**config.mk**
```make
export PLATFORM = sky130hd
export DESIGN_NAME = i2c_bus_monitor
export DESIGN_NICKNAME = d
export VERILOG_FILES = /design/src/rtl/i2cmon_pkg.sv /design/src/rtl/i2cmon_sync.sv /design/src/rtl/i2cmon_cond_detect.sv /design/src/rtl/i2cmon_fsm.sv /design/src/rtl/i2c_bus_monitor.sv
export SDC_FILE = /design/constraint.sdc
export NUM_CORES = 1
export LEC_CHECK = 0
export BUFFER_PORTS_ARGS = -buffer_cell sky130_fd_sc_hd__buf_2
export CORE_ASPECT_RATIO = 1.5
export CORE_MARGIN = 5
export CORE_UTILIZATION = 61
export DETAILED_ROUTE_END_ITERATION = 10
export GPL_TIMING_DRIVEN = 0
export MAX_ROUTING_LAYER = met4
export PLACE_DENSITY = 0.82
export SYNTH_ARGS = -nofsm -noshare
export SYNTH_HDL_FRONTEND = slang
export SYNTH_HIERARCHICAL = 1
export SYNTH_SLANG_ARGS = --single-unit
```
**constraint.sdc**
```tcl
create_clock -name clk -period 3.7 [get_ports clk]
set_input_delay 0.925 -clock clk [delete_from_list [all_inputs] [get_ports clk]]
set_output_delay 0.925 -clock clk [all_outputs]
set_load 0.02 [all_outputs]
```
**src/rtl/i2cmon_pkg.sv**
```systemverilog
package i2cmon_pkg;

  localparam int EVT_CODE_W = 3;

  typedef enum logic [EVT_CODE_W-1:0] {
    EV_START    = 3'd0,
    EV_RSTART   = 3'd1,
    EV_ADDR_WR  = 3'd2,
    EV_ADDR_RD  = 3'd3,
    EV_DATA_WR  = 3'd4,
    EV_DATA_RD  = 3'd5,
    EV_STOP     = 3'd6
  } evt_code_e;

  typedef enum logic [1:0] {
    ST_HUNT = 2'd0,
    ST_ADDR = 2'd1,
    ST_DATA = 2'd2
  } mon_state_e;

  typedef struct packed {
    logic scl_rise;
    logic start_seen;
    logic stop_seen;
    logic sda_now;
  } line_evt_t;

endpackage

```
**src/rtl/i2cmon_sync.sv**
```systemverilog
module i2cmon_sync #(
  parameter int STAGES = 2,
  parameter int WIDTH  = 2
) (
  input  logic             clk,
  input  logic [WIDTH-1:0] din,
  output logic [WIDTH-1:0] dout
);

  logic [WIDTH-1:0] stage_q [STAGES];

  always_ff @(posedge clk) begin
    stage_q[0] <= din;
    for (int i = 1; i < STAGES; i++) begin
      stage_q[i] <= stage_q[i-1];
    end
  end

  assign dout = stage_q[STAGES-1];

endmodule

```
**src/rtl/i2cmon_cond_detect.sv**
```systemverilog
module i2cmon_cond_detect
  import i2cmon_pkg::*;
(
  input  logic      clk,
  input  logic      rst,
  input  logic      scl_s,
  input  logic      sda_s,
  output line_evt_t ev
);

  logic primed_q;
  logic scl_q;
  logic sda_q;

  // Previous-level registers follow the synchronized lines every cycle.
  // The primed flag blocks edge reporting in the first cycle after reset.
  always_ff @(posedge clk) begin
    scl_q <= scl_s;
    sda_q <= sda_s;
    if (rst) primed_q <= 1'b0;
    else     primed_q <= 1'b1;
  end

  always_comb begin
    ev.sda_now    = sda_s;
    ev.scl_rise   = primed_q & ~scl_q & scl_s;
    ev.start_seen = primed_q & sda_q & ~sda_s & scl_s;
    ev.stop_seen  = primed_q & ~sda_q & sda_s & scl_s;
  end

endmodule

```
**src/rtl/i2cmon_fsm.sv**
```systemverilog
module i2cmon_fsm
  import i2cmon_pkg::*;
#(
  parameter int BYTE_W = 8
) (
  input  logic                  clk,
  input  logic                  rst,
  input  line_evt_t             ev,
  output logic                  evt_valid,
  output logic [EVT_CODE_W-1:0] evt_code,
  output logic [BYTE_W-1:0]     evt_byte,
  output logic                  evt_nack
);

  localparam int CNT_W = $clog2(BYTE_W + 2);
  localparam logic [CNT_W-1:0] CNT_ONE   = CNT_W'(1);
  localparam logic [CNT_W-1:0] CNT_FRAME = CNT_W'(BYTE_W);

  mon_state_e          st_q, st_n;
  logic [CNT_W-1:0]    cnt_q, cnt_n;
  logic [BYTE_W-1:0]   sh_q, sh_n;
  logic                rep_q, rep_n;
  logic                rd_q, rd_n;
  logic                v_q, v_n;
  evt_code_e           code_q, code_n;
  logic [BYTE_W-1:0]   byte_q, byte_n;
  logic                nack_q, nack_n;
  logic                frame_end;

  // The bit now arriving is the acknowledge bit when all payload bits are in.
  assign frame_end = (cnt_q == CNT_FRAME);

  always_comb begin
    st_n   = st_q;
    cnt_n  = cnt_q;
    sh_n   = sh_q;
    rep_n  = rep_q;
    rd_n   = rd_q;
    v_n    = 1'b0;
    code_n = code_q;
    byte_n = byte_q;
    nack_n = nack_q;
    unique case (st_q)
      ST_HUNT: begin
        if (ev.start_seen) begin
          v_n    = 1'b1;
          code_n = rep_q ? EV_RSTART : EV_START;
          byte_n = '0;
          nack_n = 1'b0;
          st_n   = ST_ADDR;
          cnt_n  = '0;
          sh_n   = '0;
          rep_n  = 1'b1;
        end
      end
      ST_ADDR: begin
        if (ev.scl_rise) begin
          if (frame_end) begin
            v_n    = 1'b1;
            code_n = sh_q[0] ? EV_ADDR_RD : EV_ADDR_WR;
            byte_n = {1'b0, sh_q[BYTE_W-1:1]};
            nack_n = ev.sda_now;
            rd_n   = sh_q[0];
            st_n   = ST_DATA;
            cnt_n  = '0;
          end else begin
            sh_n  = {sh_q[BYTE_W-2:0], ev.sda_now};
            cnt_n = cnt_q + CNT_ONE;
          end
        end
      end
      ST_DATA: begin
        if (ev.scl_rise) begin
          if (frame_end) begin
            v_n    = 1'b1;
            code_n = rd_q ? EV_DATA_RD : EV_DATA_WR;
            byte_n = sh_q;
            nack_n = ev.sda_now;
            cnt_n  = '0;
          end else begin
            sh_n  = {sh_q[BYTE_W-2:0], ev.sda_now};
            cnt_n = cnt_q + CNT_ONE;
          end
        end else if (ev.start_seen) begin
          v_n    = 1'b1;
          code_n = rep_q ? EV_RSTART : EV_START;
          byte_n = '0;
          nack_n = 1'b0;
          st_n   = ST_ADDR;
          cnt_n  = '0;
          sh_n   = '0;
          rep_n  = 1'b1;
        end else if (ev.stop_seen) begin
          v_n    = 1'b1;
          code_n = EV_STOP;
          byte_n = '0;
          nack_n = 1'b0;
          st_n   = ST_HUNT;
          cnt_n  = '0;
          rep_n  = 1'b0;
        end
      end
      default: begin
        st_n = ST_HUNT;
      end
    endcase
  end

  always_ff @(posedge clk) begin
    if (rst) begin
      st_q   <= ST_HUNT;
      cnt_q  <= '0;
      sh_q   <= '0;
      rep_q  <= 1'b0;
      rd_q   <= 1'b0;
      v_q    <= 1'b0;
      code_q <= EV_START;
      byte_q <= '0;
      nack_q <= 1'b0;
    end else begin
      st_q   <= st_n;
      cnt_q  <= cnt_n;
      sh_q   <= sh_n;
      rep_q  <= rep_n;
      rd_q   <= rd_n;
      v_q    <= v_n;
      code_q <= code_n;
      byte_q <= byte_n;
      nack_q <= nack_n;
    end
  end

  assign evt_valid = v_q;
  assign evt_code  = code_q;
  assign evt_byte  = byte_q;
  assign evt_nack  = nack_q;

endmodule

```
**src/rtl/i2c_bus_monitor.sv**
```systemverilog
module i2c_bus_monitor
  import i2cmon_pkg::*;
#(
  parameter int SYNC_STAGES = 2,
  parameter int BYTE_W      = 8
) (
  input  logic              clk,
  input  logic              rst,
  input  logic              scl_in,
  input  logic              sda_in,
  output logic              evt_valid,
  output logic [2:0]        evt_code,
  output logic [BYTE_W-1:0] evt_byte,
  output logic              evt_nack
);

  localparam int LINES = 2;

  logic [LINES-1:0] lines_s;
  line_evt_t        line_ev;

  i2cmon_sync #(
    .STAGES (SYNC_STAGES),
    .WIDTH  (LINES)
  ) sync_i (
    .clk  (clk),
    .din  ({scl_in, sda_in}),
    .dout (lines_s)
  );

  i2cmon_cond_detect cond_i (
    .clk   (clk),
    .rst   (rst),
    .scl_s (lines_s[1]),
    .sda_s (lines_s[0]),
    .ev    (line_ev)
  );

  i2cmon_fsm #(
    .BYTE_W (BYTE_W)
  ) fsm_i (
    .clk       (clk),
    .rst       (rst),
    .ev        (line_ev),
    .evt_valid (evt_valid),
    .evt_code  (evt_code),
    .evt_byte  (evt_byte),
    .evt_nack  (evt_nack)
  );

endmodule

```
# [After elaboration in Yosys (flattened, before gate mapping)]
# Memories as Yosys holds them, arrays and structs flattened.
# Index checks and enable logic that the tools add are counted.
[classes] n_reduce_logical=9 mux=57 n_eq_ne=10 bitwise_logic=11 n_addsub=1
[ops] cell="$mux 8" count=11
[ops] cell="$pmux 8 s3" count=2
[ops] cell="$mux 4" count=6
[ops] cell="$mux 3" count=7
[ops] cell="$mux 1" count=19
[ops] cell="$mux 2" count=6
[ops] cell="$pmux 4 s3" count=1
[ops] cell="$pmux 3 s3" count=1
[ops] cell="$and 1x1->1" count=8
[ops] cell="$reduce_and 4->1" count=2
[ops] cell="$ne 2x2->1 const B" count=3
[ops] cell="$pmux 1 s3" count=2
[ops] cell="$pmux 2 s3" count=1
[ops] cell="$reduce_and 6->1" count=1
[ops] cell="$reduce_and 5->1" count=1
[ops] cell="$add 4x1->4 const B" count=1
[ops] cell="$eq 4x4->1 const B" count=1
[ops] cell="$ne 4x4->1 const B" count=1
[ops] cell="$ne 3x2->1 const B" count=1
[ops] cell="$ne 3x3->1 const B" count=1
[ops] cell="$not 1->1" count=3
[ops] cell="$reduce_and 3->1" count=1
[ops] cell="$reduce_bool 3->1" count=1
[ops] cell="$eq 2x1->1 const B" count=1
[ops] cell="other kinds (6)" count=6
[totals] out_inout_bits=13 ram_bits=4 ff_bits=32 memories=1
[memory_table] name="sync_i.stage_q" words=2 word_bits=2 rd=2 rd_ports_with_merged_regs=0 write_ports=2 line_no="i2cmon_sync.sv:10" rtl="logic [WIDTH-1:0] stage_q [STAGES];"

# [Depth between registers and ports, before layout]
[depth] word_depth=8 ltp_mapped=8

# [Cells and area by module]
# The synthesis kept the hierarchy.
[modules_own_cells] module="i2cmon_fsm" n_inst=1 area_each_um2=1440.1 cells_per_inst=155
[modules_own_cells] module="i2cmon_cond_detect" n_inst=1 area_each_um2=100.1 cells_per_inst=8
[modules_own_cells] module="i2cmon_sync" n_inst=1 area_each_um2=95.1 cells_per_inst=6

# [Worst setup path after synthesis]
# No wires, ideal clock.
[synth_timing] path_kind="reg2reg" start="register fsm_i.st_q[1]" end="register fsm_i.sh_q[0]" path_buffers=1 arrival_ns=1.789 setup_slack_ns=1.794 path_stages_with_launch=8 synth_period_minus_slack_ns=1.906 t_required_ns=3.583 setup_ns=0.117 path_cell_list="dfxtp_1 -> inv_1 -> ha_1 -> clkbuf_1 -> a21o_1 -> and3_1 -> o41a_1 -> a22o_1"
[synth_via] elab_chain_cells=3
[synth_lines] element="start, declared" line_no="i2cmon_fsm.sv:19" rtl="mon_state_e st_q, st_n;"
[synth_lines] element="start signal, assigned" line_no="i2cmon_fsm.sv:121" rtl="st_q <= st_n;"
[synth_lines] element="$eq 2x1->1, or another cell as far along" line_no="i2cmon_fsm.sv:43" rtl="unique case (st_q)"
[synth_lines] element="$ne 2x2->1 (no line) / $reduce_bool 3->1 (equally long branches)"
[synth_lines] element="$reduce_and 2->1 (no line)"
[synth_lines] element="end signal, assigned" line_no="i2cmon_fsm.sv:123" rtl="sh_q <= sh_n;"
[synth_lines] element="end, declared" line_no="i2cmon_fsm.sv:21" rtl="logic [BYTE_W-1:0] sh_q, sh_n;"
# Parallel ways exist; a longest one is shown, timed or not.
# A chain may end at the register's enable or synchronous reset.

==> impl_metrics.yaml <==
floorplanning:
  die_area_um2: 3840
  pin_count: 17
  start_util: 0.624
  rows: 23
  core_area_um2: 2620
  die_w_um: 52.3
  chipHeight_um: 73.4
global_routing:
  grt_pass1_vias: 1409
  grt_max_degree: 11
  grt_overflow_total: 0
  grt_pass1_wl_mm: 6.13
  antenna_found_initial: 0
  grt_use_total: 0.220
pwr:
  p_leak_nw: 0.723
  power_density_nw_per_um2: 538
  ir_drop_v: 0.000371
critical_path:
  reg2reg_slack_ns: 1.46
  rr_endpoint: "fsm_i/evt_byte[6]$_SDFFE_PP0P_"
  startpoint: "sync_i/stage_q[0][2]$_DFF_P_"
  end_kind: "flop"
  critPathKind: "reg2reg"
  critical_path_required_ns: 3.89
  r2r-start: "sync_i/stage_q[0][2]$_DFF_P_"
  worstSetupStartpointType: "flop"
  cp-endpoint: "fsm_i/evt_byte[6]$_SDFFE_PP0P_"
  crit_path_max_fanout: 10
  reg2reg_depth: 8
  arrival_ns: 2.44
timing:
  period_share: 0.607
  worst-slew-pin-transition_ns: 0.587
  rsz0062_at_grt: "false"
  drv_slew: 0
  maxSlewHeadroom: 0.607
  setup_tns_ns: 0
  setup_viol: 0
  hold_viol_final: 0
  worst_clock_skew_ns: 0.00544
  fin_crit_ns: 2.24
  timing.fmax_mhz: 446
cts:
  cts_setup_buffers: 0
  cts_root_buf: "clkbuf_8"
  cts_resized: 0
  clkTransAtPathRegs_ns: 0.06
  clkLatencyLatePin_ns: 0.28
  clk_path_buf_depth: 2
  cts_buffers: 5
  postCtsHoldBufs: 0
  htree_levels: 2
  cts_tree: "yes"
  cts_sinks: 36
synth:
  syn-num-nets: 179
  synth.distinct_cells: 44
  synth_largest_area_cell: "dfxtp_1"
  synth_area_um2: 1640
  synth_fa_ha_area_frac: 0.0459
  postSynthAreaPerCell_um2: 9.68
  synth_area_leaders: "dfxtp_1, ha_1, a21oi_1, a22o_1, a211oi_1"
  synth.area.mux_share: 0
  synthSimpleGateAreaFrac: 0.189
  synth_xor_area_frac: 0
  postSynth.asyncResetShare: 0
  synth_top_area_share: 0.441
  ys.flop_type: "dfxtp_1"
  yosysSeqAreaShare: 0.441
  synthCells: 169
  ys_top_cells_by_count: "dfxtp_1, a21oi_1, nor2_1"
  yosysMostFrequentCell: "dfxtp_1"
  synth_compound_area_frac: 0.262
  synth_edf_count: 0
  yosys_warnings: 6
  yosys_register_bits: 36
  synth_top_family_by_area: "compound AO/OA/AOI/OAI gates"
final_layout:
  n_antenna_cell: 0
  final.fill_count: 219
  fin_nets: 202
  drive_above_1_share: 0.188
  postLayoutCoreUtil: 0.710
  fin_cells: 229
  synthToLayoutAreaGrowth_pct: 13.6
placement:
  numPortBuffers: 16
  hpwl_mm: 2.65
  gp_congestion: 0.901
  dpl.cell_count: 222
min_path:
  hold-path-cell-count: 0
  hold_path_class: "reg2reg"
drt:
  post_drt_wl_per_cell_um: 15.8
  drt_iter0_drc: 66
  drtAntennaViolNets: 0
  drt_first_pass_iters: 5
  drc: 0
  via_per_inst: 5.95
  vias: 1362
  routed_wl_mm: 3.62
flow_run:
  drv_cap: 0
run_status:
  status: "complete, no violations"
placed cells by master, fill, tap and decap left out, types with 2 or more instances in the layout:
master and n:
nor2_1 12, nand2b_1 5, o31ai_1 2, buf_4 4
a22o_1 8, and3_1 2, clkbuf_8 7, nor3_1 4
and4b_1 2, nor4_4 2, nand2_1 4, ha_1 6
o22ai_1 2, o21ai_0 2, nor2b_1 3, nand3_1 6
inv_1 9, clkbuf_1 5, a21oi_1 14, dfxtp_1 36
and3b_1 2, a22oi_1 7, buf_2 19, a211oi_1 8
sequential cells by signal, summed over array words and instances, names as in the netlist, 2 cells and up:
name            flops
fsm_i/evt_code      3
fsm_i/st_q          2
fsm_i/sh_q          8
sync_i/stage_q      4
fsm_i/evt_byte      8
fsm_i/cnt_q         4
kinds of logic (layout without fill, tap and decap cells):
| group | count (synthesis) | in the layout |
|---|---|---|
| fa+ha+maj | 6 | 6 |
| simple gates | 48 | 48 |
| flops | 36 | 36 |
| compound gates | 57 | 57 |
| buf+inv | 22 | 45 |
routing by layer:
| layer | vias up | track usage | wire length [um] |
|---|---|---|---|
| met5 | - | - | 0 |
| met4 | 0 | 0.0852 | 61 |
| met3 | 6 | 0.0568 | 108 |
| met2 | 22 | 0.401 | 2030 |
| met1 | 658 | 0.219 | 1420 |
| li1 | 676 | - | - |
power by group:
part           internal, mW  switching [mW]  total, mW
logic                0.0899           0.175      0.264
clock network         0.166           0.129      0.294
registers             0.422          0.0178      0.440
total                 0.678           0.321      0.999
critical path, cell delays in order (launching register included):
cell       delay [ns]
dfxtp_1          0.30
buf_4            0.13
and4b_1          0.24
clkbuf_1         0.34
nor4b_2          0.16
a2111oi_4        0.42
buf_2            0.29
nor2_1           0.06
a211oi_1         0.22
final cells by class:
class	instances	area, um^2	share of cell area
sequential	36	721	0.388
multi-input combinational	111	813	0.438
inverter	10	37.5	0.0202
buffer	12	63.8	0.0343
tap	37	46.3	0.0249
clock buffer	7	96.3	0.0519
timing repair buffer	16	80.1	0.0431
worst min-delay path by stage:
stage,slack [ns],from,endpoint
after floorplan,0.31,sync_i/stage_q[0][0]$_DFF_P_,sync_i/stage_q[0][2]$_DFF_P_
after CTS,0.33,sync_i/stage_q[0][0]$_DFF_P_,sync_i/stage_q[0][2]$_DFF_P_
after global routing,0.35,sync_i/stage_q[0][0]$_DFF_P_,sync_i/stage_q[0][2]$_DFF_P_
after global placement,0.31,sync_i/stage_q[0][0]$_DFF_P_,sync_i/stage_q[0][2]$_DFF_P_
final,0.33,sync_i/stage_q[0][0]$_DFF_P_,sync_i/stage_q[0][2]$_DFF_P_
after detailed placement,0.32,sync_i/stage_q[0][0]$_DFF_P_,sync_i/stage_q[0][2]$_DFF_P_
stage by stage:
step	cell area (um^2)	total power [mW]	hold WS, ns	setup slack [ns]
finish	1860	0.999	0.328	1.46
CTS	1860	1.01	0.331	1.43
detailed placement	1760	0.712	0.316	1.46
global route	1860	1.05	0.347	1.28
floorplan	1640	0.641	0.310	1.79
global placement	1760	0.702	0.310	1.51
No activity file was read; power rests on OpenSTA's default activity.
